`config.mk`:
```
export PLATFORM = sky130hd
export DESIGN_NAME = cache_maint_ctrl
export DESIGN_NICKNAME = d
export VERILOG_FILES = /design/src/rtl/cmc_pkg.sv /design/src/rtl/cmc_regs.sv /design/src/rtl/cmc_way_ram.sv /design/src/rtl/cmc_set_state.sv /design/src/rtl/cache_maint_ctrl.sv
export SDC_FILE = /design/constraint.sdc
export NUM_CORES = 2
export LEC_CHECK = 0
export BUFFER_PORTS_ARGS = -buffer_cell sky130_fd_sc_hd__buf_2
export CAP_MARGIN = 5
export CORE_MARGIN = 5
export CORE_UTILIZATION = 25
export DETAILED_ROUTE_END_ITERATION = 6
export GPL_TIMING_DRIVEN = 0
export PLACE_DENSITY_LB_ADDON = 0.1
export SLEW_MARGIN = 0
export SYNTH_ARGS = -nofsm -noshare
export SYNTH_HDL_FRONTEND = slang
export SYNTH_SLANG_ARGS = --single-unit
```
`constraint.sdc`:
```
create_clock -name clk -period 7.8 [get_ports clk]
set_input_delay 2.34 -clock clk [delete_from_list [all_inputs] [get_ports clk]]
set_output_delay 2.34 -clock clk [all_outputs]
set_load 0.02 [all_outputs]
```
`src/rtl/cmc_pkg.sv`:
```
package cmc_pkg;
  typedef enum logic [1:0] {
    RG_ENABLE = 2'd0,
    RG_STATE  = 2'd1,
    RG_WIPE   = 2'd2,
    RG_DROP   = 2'd3
  } cmc_reg_e;
endpackage

```
`src/rtl/cmc_regs.sv`:
```
module cmc_regs
  import cmc_pkg::*;
#(
  parameter int IDX_W = 5,
  parameter int WAY_W = 2,
  localparam int RW = IDX_W + WAY_W
) (
  input  logic             clk,
  input  logic             rst,
  input  logic             reg_we,
  input  logic             reg_re,
  input  logic [1:0]       reg_addr,
  input  logic [RW-1:0]    reg_wdata,
  input  logic             lk_busy,
  output logic [RW-1:0]    reg_rdata,
  output logic             en_q,
  output logic             active,
  output logic             wipe_go,
  output logic             drop_go,
  output logic [IDX_W-1:0] drop_idx,
  output logic [WAY_W-1:0] drop_way
);
  logic err_q;
  cmc_reg_e sel;

  assign sel      = cmc_reg_e'(reg_addr);
  assign wipe_go  = reg_we && (sel == RG_WIPE) && reg_wdata[0];
  assign drop_go  = reg_we && (sel == RG_DROP) && !active;
  assign drop_idx = reg_wdata[RW-1:WAY_W];
  assign drop_way = reg_wdata[WAY_W-1:0];

  always_ff @(posedge clk) begin
    if (rst) begin
      en_q      <= 1'b0;
      active    <= 1'b0;
      err_q     <= 1'b0;
      reg_rdata <= '0;
    end else begin
      // state trails enable; an accepted lookup holds it for one more cycle
      active <= en_q | lk_busy;
      if (reg_we) begin
        case (sel)
          RG_ENABLE: en_q <= reg_wdata[0];
          RG_STATE:  if (reg_wdata[1]) err_q <= 1'b0;
          RG_DROP:   if (active) err_q <= 1'b1;
          default:   ;
        endcase
      end
      if (reg_re) begin
        case (sel)
          RG_ENABLE: reg_rdata <= {{(RW-1){1'b0}}, en_q};
          RG_STATE:  reg_rdata <= {{(RW-2){1'b0}}, err_q, active};
          default:   reg_rdata <= '0;
        endcase
      end
    end
  end

  p_state_follows_r2: assert property (@(posedge clk) disable iff (rst)
    en_q |=> active);

  p_drop_blocked_r10: assert property (@(posedge clk) disable iff (rst)
    (reg_we && sel == RG_DROP && active) |=> err_q);

  p_err_sticky_r10: assert property (@(posedge clk) disable iff (rst)
    (err_q && !(reg_we && sel == RG_STATE && reg_wdata[1])) |=> err_q);
endmodule

```
`src/rtl/cmc_way_ram.sv`:
```
module cmc_way_ram #(
  parameter int DEPTH = 32,
  parameter int DW    = 23,
  localparam int AW   = $clog2(DEPTH)
) (
  input  logic          clk,
  input  logic          we,
  input  logic [AW-1:0] waddr,
  input  logic [DW-1:0] wdata,
  input  logic [AW-1:0] raddr,
  output logic [DW-1:0] rdata
);
  logic [DW-1:0] mem [DEPTH];

  always_ff @(posedge clk) begin
    if (we) mem[waddr] <= wdata;
    rdata <= mem[raddr];
  end
endmodule

```
`src/rtl/cmc_set_state.sv`:
```
module cmc_set_state #(
  parameter int SETS  = 32,
  parameter int WAYS  = 4,
  localparam int IDX_W = $clog2(SETS),
  localparam int WAY_W = $clog2(WAYS)
) (
  input  logic             clk,
  input  logic             rst,
  input  logic             wipe_go,
  input  logic             drop_go,
  input  logic [IDX_W-1:0] drop_idx,
  input  logic [WAY_W-1:0] drop_way,
  input  logic             fill_go,
  input  logic [IDX_W-1:0] fill_idx,
  input  logic [IDX_W-1:0] rd_idx,
  output logic [WAY_W-1:0] fill_way,
  output logic [WAYS-1:0]  rd_valid
);
  logic [WAYS-1:0]  valid_q [SETS];
  logic [WAY_W-1:0] ptr_q   [SETS];
  logic [WAYS-1:0]  vset;
  logic             found;

  assign rd_valid = valid_q[rd_idx];
  assign vset     = valid_q[fill_idx];

  always_comb begin
    fill_way = ptr_q[fill_idx];
    found    = 1'b0;
    for (int w = 0; w < WAYS; w++) begin
      if (!found && !vset[w]) begin
        fill_way = WAY_W'(w);
        found    = 1'b1;
      end
    end
  end

  always_ff @(posedge clk) begin
    if (rst || wipe_go) begin
      for (int s = 0; s < SETS; s++) begin
        valid_q[s] <= '0;
        ptr_q[s]   <= '0;
      end
    end else begin
      if (drop_go) begin
        valid_q[drop_idx][drop_way] <= 1'b0;
        ptr_q[drop_idx]             <= drop_way;
      end
      if (fill_go) begin
        valid_q[fill_idx][fill_way] <= 1'b1;
        if (!found) ptr_q[fill_idx] <= fill_way + WAY_W'(1);
      end
    end
  end

  for (genvar s = 0; s < SETS; s++) begin : g_chk
    p_wipe_clears_r8: assert property (@(posedge clk) disable iff (rst)
      wipe_go |=> (valid_q[s] == '0 && ptr_q[s] == '0));
    p_fill_marks_r6: assert property (@(posedge clk) disable iff (rst)
      (fill_go && !wipe_go && fill_idx == IDX_W'(s)) |=> (valid_q[s] != '0));
    p_drop_points_r9: assert property (@(posedge clk) disable iff (rst)
      (drop_go && !wipe_go && drop_idx == IDX_W'(s)) |=> (ptr_q[s] == $past(drop_way)));
  end
endmodule

```
`src/rtl/cache_maint_ctrl.sv`:
```
module cache_maint_ctrl #(
  parameter int ADDR_W      = 32,
  parameter int CACHE_BYTES = 2048,
  parameter int LINE_BYTES  = 16,
  parameter int WAYS        = 4,
  localparam int OFF_W = $clog2(LINE_BYTES),
  localparam int SETS  = CACHE_BYTES / (LINE_BYTES * WAYS),
  localparam int IDX_W = $clog2(SETS),
  localparam int WAY_W = $clog2(WAYS),
  localparam int TAG_W = ADDR_W - OFF_W - IDX_W,
  localparam int RW    = IDX_W + WAY_W
) (
  input  logic                  clk,
  input  logic                  rst,
  input  logic                  reg_we,
  input  logic                  reg_re,
  input  logic [1:0]            reg_addr,
  input  logic [RW-1:0]         reg_wdata,
  output logic [RW-1:0]         reg_rdata,
  input  logic                  lk_req,
  input  logic [ADDR_W-1:OFF_W] lk_line,
  output logic                  lk_done,
  output logic                  lk_hit,
  output logic [WAY_W-1:0]      lk_way,
  input  logic                  fill_req,
  input  logic [ADDR_W-1:OFF_W] fill_line,
  output logic                  fill_done,
  output logic [WAY_W-1:0]      fill_way
);
  logic             en_q, active, wipe_go, drop_go, go;
  logic [IDX_W-1:0] drop_idx, lk_idx, fill_idx;
  logic [WAY_W-1:0] drop_way, pick_way, hit_way;
  logic [TAG_W-1:0] lk_tag, fill_tag, s1_tag;
  logic [TAG_W-1:0] rd_tag [WAYS];
  logic [WAYS-1:0]  rd_valid, s1_valid, hit_vec;
  logic             lk_acc, fill_go, s1_req, s1_acc;

  assign lk_idx   = lk_line[OFF_W+IDX_W-1:OFF_W];
  assign lk_tag   = lk_line[ADDR_W-1:OFF_W+IDX_W];
  assign fill_idx = fill_line[OFF_W+IDX_W-1:OFF_W];
  assign fill_tag = fill_line[ADDR_W-1:OFF_W+IDX_W];
  assign go       = en_q & active;
  assign lk_acc   = lk_req & go;
  assign fill_go  = fill_req & go & ~wipe_go;

  cmc_regs #(.IDX_W(IDX_W), .WAY_W(WAY_W)) u_regs (
    .clk(clk), .rst(rst), .reg_we(reg_we), .reg_re(reg_re),
    .reg_addr(reg_addr), .reg_wdata(reg_wdata), .lk_busy(s1_acc),
    .reg_rdata(reg_rdata), .en_q(en_q), .active(active),
    .wipe_go(wipe_go), .drop_go(drop_go), .drop_idx(drop_idx), .drop_way(drop_way)
  );

  cmc_set_state #(.SETS(SETS), .WAYS(WAYS)) u_state (
    .clk(clk), .rst(rst), .wipe_go(wipe_go), .drop_go(drop_go),
    .drop_idx(drop_idx), .drop_way(drop_way), .fill_go(fill_go),
    .fill_idx(fill_idx), .rd_idx(lk_idx), .fill_way(pick_way), .rd_valid(rd_valid)
  );

  for (genvar w = 0; w < WAYS; w++) begin : g_way
    cmc_way_ram #(.DEPTH(SETS), .DW(TAG_W)) u_ram (
      .clk(clk), .we(fill_go && pick_way == WAY_W'(w)), .waddr(fill_idx),
      .wdata(fill_tag), .raddr(lk_idx), .rdata(rd_tag[w])
    );
    assign hit_vec[w] = s1_valid[w] && (rd_tag[w] == s1_tag);
  end

  always_comb begin
    hit_way = '0;
    for (int w = WAYS - 1; w >= 0; w--)
      if (hit_vec[w]) hit_way = WAY_W'(w);
  end

  always_ff @(posedge clk) begin
    if (rst) begin
      s1_req    <= 1'b0;
      s1_acc    <= 1'b0;
      s1_tag    <= '0;
      s1_valid  <= '0;
      lk_done   <= 1'b0;
      lk_hit    <= 1'b0;
      lk_way    <= '0;
      fill_done <= 1'b0;
      fill_way  <= '0;
    end else begin
      s1_req    <= lk_req;
      s1_acc    <= lk_acc;
      s1_tag    <= lk_tag;
      s1_valid  <= rd_valid;
      lk_done   <= s1_req;
      lk_hit    <= s1_acc && (hit_vec != '0);
      lk_way    <= hit_way;
      fill_done <= fill_go;
      fill_way  <= pick_way;
    end
  end

  p_state_drains_r3: assert property (@(posedge clk) disable iff (rst)
    (!en_q && !s1_acc) |=> !active);

  p_fill_needs_on_r5: assert property (@(posedge clk) disable iff (rst)
    fill_done |-> $past(en_q && active));

  p_hit_needs_on_r5: assert property (@(posedge clk) disable iff (rst)
    lk_hit |-> $past(en_q && active, 2));

  p_result_timing_r4: assert property (@(posedge clk) disable iff (rst)
    s1_req |=> lk_done);
endmodule

```
==> impl_metrics.csv <==
group,metric,value,unit
status,run_status,"complete, but fails checks",
status,violations,"max-capacitance violations, max-slew violations, negative setup slack",
synth,ys.flop_type,"sky130_fd_sc_hd__edfxtp_1",
global_route,grt_use_total,0.1655,
timing,final.setup.worst_slack,-0.06149,ns
global_route,grt_first_pass_wirelength,596600,µm
final_layout,multiInputGateArea,30350,µm²
power,switching_fraction_of_total_power,0.2220,
power,static_leakage,46.94,nW
detailed_routing,vias_per_cell,4.698,
setup_path,worstSetupStartpointType,"input pin",
global_route,maximum_number_of_pins_on_one_net_before_global_route_repair,113,
clocking,htree_levels,5,
clocking,tritoncts.num_buffers,377,
power,pwr-share-clk,0.453,
clocking,insertion_delay,0.98,ns
power,cellPowerDensity,256.7,nW/µm²
detailed_routing,drtPass1Iterations,7,
timing,timing.fmax,127.2,MHz
final_layout,most-common-layout-cells,"sky130_fd_sc_hd__edfxtp_1 (3136), sky130_fd_sc_hd__mux4_2 (960), sky130_fd_sc_hd__clkbuf_16 (387)",
global_route,globalRoute.totalOverflow,0,
timing,post-route-min-period,7.861,ns
timing,final_max_slew_viol_count,5,
setup_path,cpLargestDelayFamily,"simple AND/OR/NAND/NOR gates",
setup_path,crit_arrival,8.58,ns
synth,synth_area_per_cell,22.04,µm²
final_layout,flow.area_growth_from_synthesis,20.50,%
timing,setup_repair_after_global_routing_missed_its_margin,"false",
power,ir_drop,0.1714,mV
synth,yosys.cell_types.count,62,
timing,setup_viol,34,
power,combinational_fraction_of_design_power,0.054,
synth,post_synthesis_cells,5790,
synth,post_synth_instance_area,127600,µm²
final_layout,post-route-cell-area,153800,µm²
global_route,met3_usage,0.03390,
detailed_routing,vias,63310,
die,ios,85,
synth,synth-edff-count,3136,
synth,post_synth_and_or_nand_nor_area_fraction,0.02325,
setup_path,critical-path-max-stage-delay,1.06,ns
synth,synth_seq_area_share,0.7586,
final_layout,filler_cells,49160,
detailed_routing,wirelength,445900,µm
min_path,min_path_type,"register to register",
die,row_count,262,
synth,synth_xor_area_frac,0.006440,
detailed_routing,drc_errors,0,
setup_path,crit_slowest_cell,"sky130_fd_sc_hd__clkdlybuf4s15_1",
clocking,tritoncts_clock_tree,"done",
place,buffer_ports.inserted,69,
synth,synth_top_family_by_area,"multiplexers",
final_layout,drive_gt1_frac,0.3101,
final_layout,mostFrequentLayoutCell,"sky130_fd_sc_hd__edfxtp_1",
synth,mux_cell_area_share_after_synthesis,0.1901,
global_route,globalRoute.busiestLayer,"met2",
clocking,clk_pin_slew,0.06,ns
die,initial_core_util,0.2507,
final_layout,design.final.nets,6485,
die,die_h,724.5,µm
timing,crit_share_post_route,1.008,
place,hpwlAfterDp,312300,µm
place,preCtsSetupSlack,-0.7376,ns
power,power.net_switching,8.767,mW
die,core-area,509100,µm²
final_layout,area_used_by_sequential_logic_in_the_layout,96840,µm²
setup_path,r2r_setup_slack,1.76,ns
timing,worst_slew_margin_rel,-0.01476,
global_route,groute.layer.met1.usage,0.2276,
timing,finalHoldViolCount,0,
timing,timing_worst_slew_pin_value,1.522,ns
detailed_routing,detail-route-antenna-nets,0,
place,post_placement_cell_area,141200,µm²
power,power_report.internal_total,30.72,mW
synth,yosysWarningCount,0,
clocking,clockRootBuffer,"sky130_fd_sc_hd__clkbuf_16",
power,sequentialPowerShare,0.494,
job,drv_cap,1,
die,die-width,724.5,µm
setup_path,path_cells,"buf_2 -> clkbuf_1 -> nand4bb_1 -> o22ai_1 -> nor4_1 -> and2_1 -> a31oi_1 -> o21ai_1 -> inv_1 -> ha_1 -> nand2_1 -> clkdlybuf4s15_1 -> nor2_4 -> buf_16",
place,routabilityCongestion,0.8143,
die,die_area,525000,µm²
clocking,clock_path_buffers,4,
setup_path,highest_net_fanout_along_the_worst_path,14,
global_route,grt_use_met2,0.2686,
clocking,clock_sinks,3269,
synth,synth-async-reset-ratio,0,
power,total_power,39.49,mW
setup_path,path_buf_inv,5,
global_route,via_count_of_the_first_global_routing_pass,65670,
synth,synth_compound_gate_area_share,0.01010,
detailed_routing,initial_drc_count,6162,
setup_path,critical_path_required,8.52,ns
setup_path,critPathKind,"input pin to register",
synth,yosys_register_bits,3269,
timing,timing.clock.skew,0.1026,ns
detailed_routing,avgRoutedWirePerCell,33.08,µm
synth,adder_and_majority_cell_fraction_of_the_synthesized_area,0.0001961,
setup_path,cp-end-kind,"register",
global_route,grt_antenna_before_repair,48,
-- power groups by stage --
stage / clock network (mW) / registers [mW] / logic (mW)
floorplan: 0 / 19.8 / 1.06
global placement: 0 / 19.9 / 2.05
detailed placement: 0 / 19.9 / 2.16
CTS: 18.4 / 19.5 / 2.16
global route: 19.1 / 19.5 / 2.25
finish: 17.9 / 19.5 / 2.12
-- timing repair --
action                     4_1_cts  5_1_grt
resized for setup                0        2
buffers inserted                 0        0
hold buffers                     0        0
setup endpoints to repair        0        1
-- area by class of cell --
class / count / area share
clock buffer: 486 / 0.06655
clock inverter: 207 / 0.01402
antenna: 20 / 0.0003254
multi-input combinational: 2175 / 0.1973
timing repair buffer: 239 / 0.02768
buffer: 344 / 0.009591
inverter: 6 / 0.0001464
sequential: 3269 / 0.6296
tap: 6732 / 0.05476
-- logic make-up after synthesis --
| family | Yosys count |
|---|---|
| adder cells (fa/ha/maj) | 2 |
| other | 1 |
| AND/OR/NAND/NOR | 657 |
| AO/OA/AOI/OAI | 231 |
| buffers and inverters | 350 |
| multiplexers | 1187 |
| flip-flops | 3269 |
| XOR/XNOR | 93 |
-- flip-flops by register name, indices dropped and copies added (netlist names) --
signal	flops
g_way.u_ram.mem	2944
g_way.u_ram.rdata	92
u_state.ptr_q	64
u_state.valid_q	128
u_regs.reg_rdata	2
u_regs.en_q	1
lk_hit	1
s1_valid	4
s1_tag	23
u_regs.err_q	1
lk_done	1
s1_acc	1
lk_way	2
fill_way	2
s1_req	1
fill_done	1
u_regs.active	1
-- stage by stage --
stage                     cells  utilization  hold WS (ns)   TNS, ns
after CTS                 13450       0.3017        0.4617         0
after floorplan            5794            -        0.4138         0
after detailed placement  12760       0.2774        0.4495   -722.10
final                     13480       0.3021        0.4613    -1.197
after global placement    12600       0.2680        0.4565  -5108.41
after global routing      13460       0.3020        0.4651         0
-- cells in the mapped netlist, types with 4 or more instances --
cell type / instances / area share
sky130_fd_sc_hd__xnor2_1: 28 / 0.0019
sky130_fd_sc_hd__buf_4: 8 / 0.00047
sky130_fd_sc_hd__nor2_1: 403 / 0.012
sky130_fd_sc_hd__and3_1: 5 / 0.00025
sky130_fd_sc_hd__mux2_2: 94 / 0.0083
sky130_fd_sc_hd__or2_2: 12 / 0.00059
sky130_fd_sc_hd__mux2_4: 13 / 0.0015
sky130_fd_sc_hd__nor3b_1: 5 / 0.00029
sky130_fd_sc_hd__o22ai_1: 51 / 0.0025
sky130_fd_sc_hd__mux4_2: 960 / 0.17
sky130_fd_sc_hd__nand2_1: 90 / 0.0026
sky130_fd_sc_hd__buf_2: 25 / 0.00098
sky130_fd_sc_hd__and2_1: 4 / 0.00020
sky130_fd_sc_hd__edfxtp_1: 3136 / 0.74
sky130_fd_sc_hd__nand4b_1: 6 / 0.00041
sky130_fd_sc_hd__a21oi_1: 94 / 0.0037
sky130_fd_sc_hd__mux2i_1: 103 / 0.0081
sky130_fd_sc_hd__nand4_1: 16 / 0.00078
sky130_fd_sc_hd__o21ai_0: 8 / 0.00031
sky130_fd_sc_hd__buf_1: 61 / 0.0018
sky130_fd_sc_hd__buf_6: 4 / 0.00035
sky130_fd_sc_hd__clkbuf_1: 244 / 0.0072
sky130_fd_sc_hd__nand3_1: 12 / 0.00047
sky130_fd_sc_hd__mux2i_4: 14 / 0.0025
sky130_fd_sc_hd__nor4_1: 26 / 0.0013
sky130_fd_sc_hd__nand3b_1: 5 / 0.00029
sky130_fd_sc_hd__or4b_1: 4 / 0.00031
sky130_fd_sc_hd__o21ai_1: 61 / 0.0024
sky130_fd_sc_hd__or3_1: 5 / 0.00025
sky130_fd_sc_hd__dfxtp_1: 133 / 0.021
sky130_fd_sc_hd__nand2b_1: 7 / 0.00034
sky130_fd_sc_hd__nor3_1: 6 / 0.00024
sky130_fd_sc_hd__xor2_1: 64 / 0.0044
sky130_fd_sc_hd__nor2b_1: 35 / 0.0017
sky130_fd_sc_hd__inv_1: 6 / 0.00018
sky130_fd_sc_hd__nand4bb_1: 6 / 0.00053
-- worst paths after layout --
kind | startpoint | end | cells after the start
max | fill_line[8] | g_way[1].u_ram.mem[8][18]$_DFFE_PP_ | 14
max reg2reg | u_state.valid_q[5][2]$_SDFFCE_PN0P_ | g_way[1].u_ram.mem[8][18]$_DFFE_PP_ | 12
min | s1_req$_SDFF_PP0_ | lk_done$_SDFF_PP0_ | 1
min reg2reg | s1_req$_SDFF_PP0_ | lk_done$_SDFF_PP0_ | 1
-- per-layer routing --
metal  wire length, µm  vias up
met1            194800    35200
met4             10890        8
li1                  -    25590
met3             29380      518
met5                45        -
met2            210800     1992
(Power assumes the default switching activity.)
